--- src/rtl/voice_host_pkg.sv ---
package voice_host_pkg;
  localparam logic [3:0] CMD_WR_START = 4'b0001;
  localparam logic [3:0] CMD_WR_CTRL  = 4'b0010;
  localparam logic [3:0] CMD_WR_END   = 4'b0011;
  localparam logic [3:0] CMD_RD_STAT  = 4'b1000;
  localparam logic [3:0] CMD_RD_EXT   = 4'b1001;
  localparam logic [3:0] CMD_RD_MAIN  = 4'b1010;
  localparam int CMD_BITS = 4;
  localparam int CTRL_W   = 8;
  localparam int BYTE_W   = 8;

  typedef enum logic [1:0] {RX_CMD, RX_PAY, RX_READ, RX_DONE} rx_state_e;
  typedef enum logic [1:0] {TGT_START, TGT_CTRL, TGT_END} wr_tgt_e;
  typedef enum logic [1:0] {SRC_STAT, SRC_EXT, SRC_MAIN} rd_src_e;
endpackage

--- src/rtl/voice_host_mode.sv ---
module voice_host_mode (
  input  logic clk,
  input  logic rst_n,
  input  logic sel_n,
  input  logic rt_n,
  output logic host_mode
);
  logic sel_q, rt_q;

  always_ff @(posedge clk or negedge rst_n) begin
    if (!rst_n) begin
      host_mode <= 1'b0;
      sel_q     <= 1'b1;
      rt_q      <= 1'b1;
    end else begin
      sel_q <= sel_n;
      rt_q  <= rt_n;
      if (!host_mode && !sel_q && sel_n)
        host_mode <= 1'b1;
      else if (host_mode && !rt_q && rt_n && sel_n)
        host_mode <= 1'b0;
    end
  end
endmodule

--- src/rtl/voice_host_rx.sv ---
module voice_host_rx
  import voice_host_pkg::*;
#(
  parameter int START_W = 10,
  parameter int END_W   = 16
) (
  input  logic             clk,
  input  logic             rst_n,
  input  logic             active,
  input  logic             fall,
  input  logic             sdi,
  output logic             wr_stb,
  output wr_tgt_e          wr_tgt,
  output logic [END_W-1:0] wr_data,
  output logic             rd_stb,
  output rd_src_e          rd_src
);
  localparam int PAY_W = END_W;
  localparam int CNT_W = $clog2(PAY_W + 1) < 3 ? 3 : $clog2(PAY_W + 1);

  rx_state_e        state;
  logic [2:0]       cmd_sr;
  logic [PAY_W-1:0] pay_sr;
  logic [CNT_W-1:0] cnt, plen, d_len;
  wr_tgt_e          d_tgt;
  logic             is_wr, is_rd;
  logic [3:0]       cmd_full;

  assign cmd_full = {cmd_sr, sdi};

  always_comb begin
    is_wr  = 1'b0;
    is_rd  = 1'b0;
    d_len  = CNT_W'(CTRL_W);
    d_tgt  = TGT_CTRL;
    rd_src = SRC_STAT;
    case (cmd_full)
      CMD_WR_START: begin is_wr = 1'b1; d_len = CNT_W'(START_W); d_tgt = TGT_START; end
      CMD_WR_CTRL:  begin is_wr = 1'b1; d_len = CNT_W'(CTRL_W);  d_tgt = TGT_CTRL;  end
      CMD_WR_END:   begin is_wr = 1'b1; d_len = CNT_W'(END_W);   d_tgt = TGT_END;   end
      CMD_RD_STAT:  begin is_rd = 1'b1; rd_src = SRC_STAT; end
      CMD_RD_EXT:   begin is_rd = 1'b1; rd_src = SRC_EXT;  end
      CMD_RD_MAIN:  begin is_rd = 1'b1; rd_src = SRC_MAIN; end
      default: ;
    endcase
  end

  assign wr_data = {pay_sr[PAY_W-2:0], sdi};
  assign wr_stb  = active && fall && (state == RX_PAY) && (cnt == plen - 1'b1);
  assign rd_stb  = active && fall && (state == RX_CMD) &&
                   (cnt == CNT_W'(CMD_BITS - 1)) && is_rd;

  always_ff @(posedge clk or negedge rst_n) begin
    if (!rst_n) begin
      state  <= RX_CMD;
      cmd_sr <= '0;
      pay_sr <= '0;
      cnt    <= '0;
      plen   <= '0;
      wr_tgt <= TGT_CTRL;
    end else if (!active) begin
      state <= RX_CMD;
      cnt   <= '0;
    end else if (fall) begin
      case (state)
        RX_CMD: begin
          cmd_sr <= cmd_full[2:0];
          if (cnt == CNT_W'(CMD_BITS - 1)) begin
            cnt    <= '0;
            plen   <= d_len;
            wr_tgt <= d_tgt;
            state  <= is_wr ? RX_PAY : (is_rd ? RX_READ : RX_DONE);
          end else begin
            cnt <= cnt + 1'b1;
          end
        end
        RX_PAY: begin
          pay_sr <= wr_data;
          if (cnt == plen - 1'b1) state <= RX_DONE;
          else cnt <= cnt + 1'b1;
        end
        default: ;
      endcase
    end
  end
endmodule

--- src/rtl/voice_host_tx.sv ---
module voice_host_tx
  import voice_host_pkg::*;
#(
  parameter int EXT_W  = 6,
  parameter int MAIN_W = 16
) (
  input  logic              clk,
  input  logic              rst_n,
  input  logic              active,
  input  logic              rise,
  input  logic              rd_stb,
  input  rd_src_e           rd_src,
  input  logic [BYTE_W-1:0] status_in,
  input  logic [EXT_W-1:0]  ext_in,
  input  logic [MAIN_W-1:0] main_in,
  output logic              sdo
);
  localparam int OUT_W = ((MAIN_W + BYTE_W - 1) / BYTE_W) * BYTE_W;
  localparam int LW    = $clog2(OUT_W + 1);

  logic [OUT_W-1:0] out_sr;
  logic [LW-1:0]    left;

  always_ff @(posedge clk or negedge rst_n) begin
    if (!rst_n) begin
      out_sr <= '0;
      left   <= '0;
    end else if (!active) begin
      left <= '0;
    end else if (rd_stb) begin
      case (rd_src)
        SRC_STAT: begin out_sr <= OUT_W'(status_in) << (OUT_W - BYTE_W); left <= LW'(BYTE_W); end
        SRC_EXT:  begin out_sr <= OUT_W'(ext_in) << (OUT_W - BYTE_W);    left <= LW'(BYTE_W); end
        default:  begin out_sr <= OUT_W'(main_in);                       left <= LW'(OUT_W);  end
      endcase
    end else if (rise && left != '0) begin
      out_sr <= out_sr << 1;
      left   <= left - 1'b1;
    end
  end

  assign sdo = active && (left != '0) && out_sr[OUT_W-1];
endmodule

--- src/rtl/voice_host_port.sv ---
module voice_host_port
  import voice_host_pkg::*;
#(
  parameter int START_W = 10,
  parameter int END_W   = 16,
  parameter int EXT_W   = 6,
  parameter int MAIN_W  = 16
) (
  input  logic               clk,
  input  logic               rst_n,
  input  logic               rt_n,
  input  logic               sel_n,
  input  logic               sdi,
  input  logic               strobe,
  input  logic [BYTE_W-1:0]  status_in,
  input  logic [EXT_W-1:0]   ext_cnt_in,
  input  logic [MAIN_W-1:0]  main_cnt_in,
  output logic               sdo,
  output logic               host_mode,
  output logic [START_W-1:0] start_addr,
  output logic [END_W-1:0]   end_addr,
  output logic [CTRL_W-1:0]  ctrl_word,
  output logic               comp_en,
  output logic [1:0]         comp_param,
  output logic [1:0]         sig_valid,
  output logic               lpf_narrow
);
  logic             strb_q, active, fall, rise;
  logic             wr_stb, rd_stb;
  wr_tgt_e          wr_tgt;
  rd_src_e          rd_src;
  logic [END_W-1:0] wr_data;

  always_ff @(posedge clk or negedge rst_n) begin
    if (!rst_n) strb_q <= 1'b0;
    else        strb_q <= strobe;
  end

  assign active = host_mode && !sel_n;
  assign fall   = strb_q && !strobe;
  assign rise   = !strb_q && strobe;

  voice_host_mode u_mode (
    .clk(clk), .rst_n(rst_n), .sel_n(sel_n), .rt_n(rt_n), .host_mode(host_mode)
  );

  voice_host_rx #(.START_W(START_W), .END_W(END_W)) u_rx (
    .clk(clk), .rst_n(rst_n), .active(active), .fall(fall), .sdi(sdi),
    .wr_stb(wr_stb), .wr_tgt(wr_tgt), .wr_data(wr_data),
    .rd_stb(rd_stb), .rd_src(rd_src)
  );

  voice_host_tx #(.EXT_W(EXT_W), .MAIN_W(MAIN_W)) u_tx (
    .clk(clk), .rst_n(rst_n), .active(active), .rise(rise),
    .rd_stb(rd_stb), .rd_src(rd_src), .status_in(status_in),
    .ext_in(ext_cnt_in), .main_in(main_cnt_in), .sdo(sdo)
  );

  always_ff @(posedge clk or negedge rst_n) begin
    if (!rst_n) begin
      start_addr <= '0;
      end_addr   <= '0;
      ctrl_word  <= '0;
    end else if (wr_stb) begin
      case (wr_tgt)
        TGT_START: start_addr <= wr_data[START_W-1:0];
        TGT_CTRL:  ctrl_word  <= wr_data[CTRL_W-1:0];
        default:   end_addr   <= wr_data;
      endcase
    end
  end

  assign comp_en    = ctrl_word[7];
  assign comp_param = ctrl_word[6:5];
  assign sig_valid  = ctrl_word[4:3];
  assign lpf_narrow = ctrl_word[2];
endmodule

--- config.mk ---
export PLATFORM = sky130hd
export DESIGN_NAME = voice_host_port
export DESIGN_NICKNAME = d
export VERILOG_FILES = /design/src/rtl/voice_host_pkg.sv /design/src/rtl/voice_host_mode.sv /design/src/rtl/voice_host_rx.sv /design/src/rtl/voice_host_tx.sv /design/src/rtl/voice_host_port.sv
export SDC_FILE = /design/constraint.sdc
export NUM_CORES = 1
export LEC_CHECK = 0
export BUFFER_PORTS_ARGS = -buffer_cell sky130_fd_sc_hd__buf_4
export CAP_MARGIN = 20
export CORE_MARGIN = 3
export CORE_UTILIZATION = 50
export CTS_BUF_LIST = sky130_fd_sc_hd__clkbuf_4 sky130_fd_sc_hd__clkbuf_8
export DETAILED_ROUTE_END_ITERATION = 10
export GPL_ROUTABILITY_DRIVEN = 0
export PLACE_DENSITY = 0.73
export SETUP_SLACK_MARGIN = 0.3
export SLEW_MARGIN = 20
export SYNTH_ARGS = -nofsm -noshare
export SYNTH_HDL_FRONTEND = slang
export SYNTH_SLANG_ARGS = --single-unit
--- constraint.sdc ---
create_clock -name clk -period 2.58 [get_ports clk]
set_input_delay 0.258 -clock clk [delete_from_list [all_inputs] [get_ports clk]]
set_output_delay 0.258 -clock clk [all_outputs]
set_load 0.005 [all_outputs]
==> impl_metrics.json <==
{
  "status": "finished, final reports clean",
  "syn_area_sq_um": 4020,
  "hpwl_um": 5550,
  "die_area_sq_um": 9150,
  "antenna_left": 0,
  "wire_per_inst_um": 15.5,
  "ys_seq_area_share_pct": 54.9,
  "synth_edf_count": 0,
  "p_leak_nw": 2.51,
  "initial_core_util_pct": 51.7,
  "max-vdd-ir-drop_uv": 285,
  "pre_cts_slack_ns": 0.128,
  "post-route-drc-count": 0,
  "cts_tree": "yes",
  "period_share_pct": 84.5,
  "n_antenna_cell": 0,
  "antenna_found_initial": 0,
  "syn_to_final_growth_pct": 24.9,
  "cp_max_fo": 8,
  "max_freq_ghz": 0.459,
  "rsz0062_at_grt": "true",
  "finalNonFillerCells": 518,
  "ys_ff_latch": 88,
  "drive_gt1_share_pct": 45.0,
  "placed_cell_area_sq_um": 4740,
  "drtIter0Drc": 92,
  "design_area_sq_um": 5020,
  "finalSetupTns_ns": 0,
  "die_w_um": 95.7,
  "crit_path_start": "u_rx.plen[1]$_DFFE_PN0P_",
  "vias": 2846,
  "num-fill-cells": 598,
  "grt_pass1_vias": 2741,
  "grt_use_total_pct": 18.3,
  "grt_max_degree": 89,
  "total_power_mw": 2.66,
  "finalHoldViolCount": 0,
  "power_density_nw_per_um2": 530,
  "clockRootBuffer": "clkbuf_8",
  "vias_per_cell": 5.49,
  "synthCells": 320,
  "worst_slew_pin_slew_ns": 0.623,
  "max-cap-violations": 0,
  "placed_cells": 496,
  "synthesis.nets": 359,
  "path_class": "flip-flop to flip-flop",
  "die_h_um": 95.7,
  "async_reset_ff_share_pct": 100,
  "period_minus_slack_ns": 2.18,
  "slew_headroom_pct": 58.4,
  "worst_slack_ns": 0.400,
  "hp-class": "input pin to flip-flop",
  "portBuffers": 77,
  "synth_flop_cell": "dfrtp_1",
  "setup_viol_count_final": 0,
  "finalClockSkew_ns": 0.00770,
  "cts_buffer_depth": 2,
  "rr_startpoint": "u_rx.plen[1]$_DFFE_PN0P_",
  "clk_pin_slew_ns": 0.09,
  "min_from": "rt_n",
  "nNetsFinal": 450,
  "timing.critical_path.required_ns": 2.82,
  "arrival_ns": 2.42,
  "clock_latency_ns": 0.35,
  "overflow": 0,
  "syn_avg_cell_area_sq_um": 12.6,
  "fp-row-count": 32,
  "yosysWarnings": 0,
  "drt_wl_total_um": 8050,
  "io_pins": 78,
  "cp-end-kind": "flip-flop",
  "finalMaxSlewViolations": 0,
  "ys_types": 51,
  "ctsHtreeMaxLevel": 3,
  "crit_path_start_kind": "flip-flop",
  "grt_first_pass_wirelength_um": 13000,
  "clock-sinks": 88,
  "firstDrtPassIters": 4,
  "core_area_sq_um": 7770,
  "numCtsBuffers": 9
}
==> layout make-up <==
| type | count | area [sq um] | area share, % |
|---|---|---|---|
| clock buffer | 9 | 124 | 2.47 |
| clock inverter | 7 | 60.1 | 1.20 |
| inverter | 6 | 22.5 | 0.449 |
| multi-input combinational | 209 | 1730 | 34.4 |
| sequential | 88 | 2210 | 44.0 |
| tap | 102 | 128 | 2.54 |
| timing repair buffer | 97 | 751 | 15.0 |
==> kinds of logic after synthesis <==
logic type / count (synthesis) / synth area share [%]
DFF: 88 / 54.9
and+or+nand+nor: 87 / 13.3
AOI/OAI and AO/OA: 57 / 9.65
muxes: 56 / 16.4
buffers and inverters: 23 / 3.14
xor gates and xnor gates: 6 / 1.65
adders and majority gates: 3 / 0.934
==> flip-flops by register name, summed over array words and instances, names as in the netlist, 2 cells and up <==
| register | flops |
|---|---|
| u_tx.left | 5 |
| start_addr | 10 |
| u_rx.cmd_sr | 3 |
| end_addr | 16 |
| ctrl_word | 8 |
| u_rx.plen | 3 |
| u_rx.cnt | 5 |
| u_tx.out_sr | 16 |
| u_rx.state | 2 |
| u_rx.pay_sr | 15 |
==> worst max-delay path, stage by stage (launching register included) <==
cell,delay [ns]
dfrtp_1,0.38
inv_2,0.06
ha_4,0.27
xor2_2,0.16
o211ai_1,0.11
or2_4,0.24
or4_4,0.52
mux2_4,0.33
==> final timing paths <==
check	endpoint	slack, ns	cells after the start
max reg2reg	ctrl_word[2]$_DFFE_PN0P_	0.40	7
max in group asynchronous	u_rx.wr_tgt[0]$_DFFE_PN1P_	1.71	3
min reg2reg	end_addr[15]$_DFFE_PN0P_	0.51	1
max	ctrl_word[2]$_DFFE_PN0P_	0.40	7
min in group asynchronous	end_addr[4]$_DFFE_PN0P_	0.43	3
min	u_mode.rt_q$_DFF_PN1_	0.02	1
==> Yosys cell counts, types with 6 or more instances <==
master / n / area share [%]
a31oi_1: 7 / 1.1
inv_1: 6 / 0.56
mux2_4: 8 / 3.0
nand2_1: 16 / 1.5
o21ai_0: 18 / 2.2
nand2b_1: 7 / 1.1
nand3_1: 7 / 0.87
nor2_1: 14 / 1.3
and2_1: 7 / 1.1
a221o_1: 13 / 3.2
nor2b_1: 7 / 1.1
clkbuf_1: 6 / 0.56
buf_4: 6 / 1.1
a21oi_1: 9 / 1.1
mux2_2: 48 / 13
dfrtp_1: 85 / 53
==> report_power, final <==
group          internal, mW  switching, mW  leakage (nW)  total, mW
logic                 0.142          0.182          1.23      0.324
registers              1.41         0.0381          1.20       1.45
clock network         0.367          0.524        0.0848      0.890
==> placed cells by master, fill, tap and decap left out, drive strengths merged, types with 8 or more instances in the layout <==
| cell type | instances |
|---|---|
| nor2 | 15 |
| a221o | 13 |
| dfrtp | 85 |
| o21ai | 19 |
| mux2 | 56 |
| nor2b | 8 |
| inv | 10 |
| a21oi | 9 |
| buf | 96 |
| nand2 | 16 |
| clkbuf | 9 |
==> routing by layer <==
| layer | vias to the layer above | wire length [um] | track usage (%) |
|---|---|---|---|
| met5 | - | 0 | 0 |
| met4 | 0 | 129 | 6.75 |
| met3 | 14 | 355 | 3.24 |
| met2 | 71 | 3960 | 29.9 |
| met1 | 1420 | 3600 | 24.4 |
| li1 | 1341 | - | - |
==> through the flow <==
step	hold WS, ns	util (%)
floorplan	-0.0376	-
global placement	0.333	61.0
detailed placement	0.340	61.0
CTS	0.00272	64.1
global route	0.00154	64.6
finish	0.0159	64.6
==> repair_timing <==
item | CTS | global route
endpoints found under the setup margin | 8 | 51
setup buffers | 3 | 2
gates resized for setup | 3 | 7
hold buffers | 1 | 0
pin swaps | 4 | 3
hold endpoints to repair | 85 | 0
Note: power is estimated with default switching activity, not from simulation.
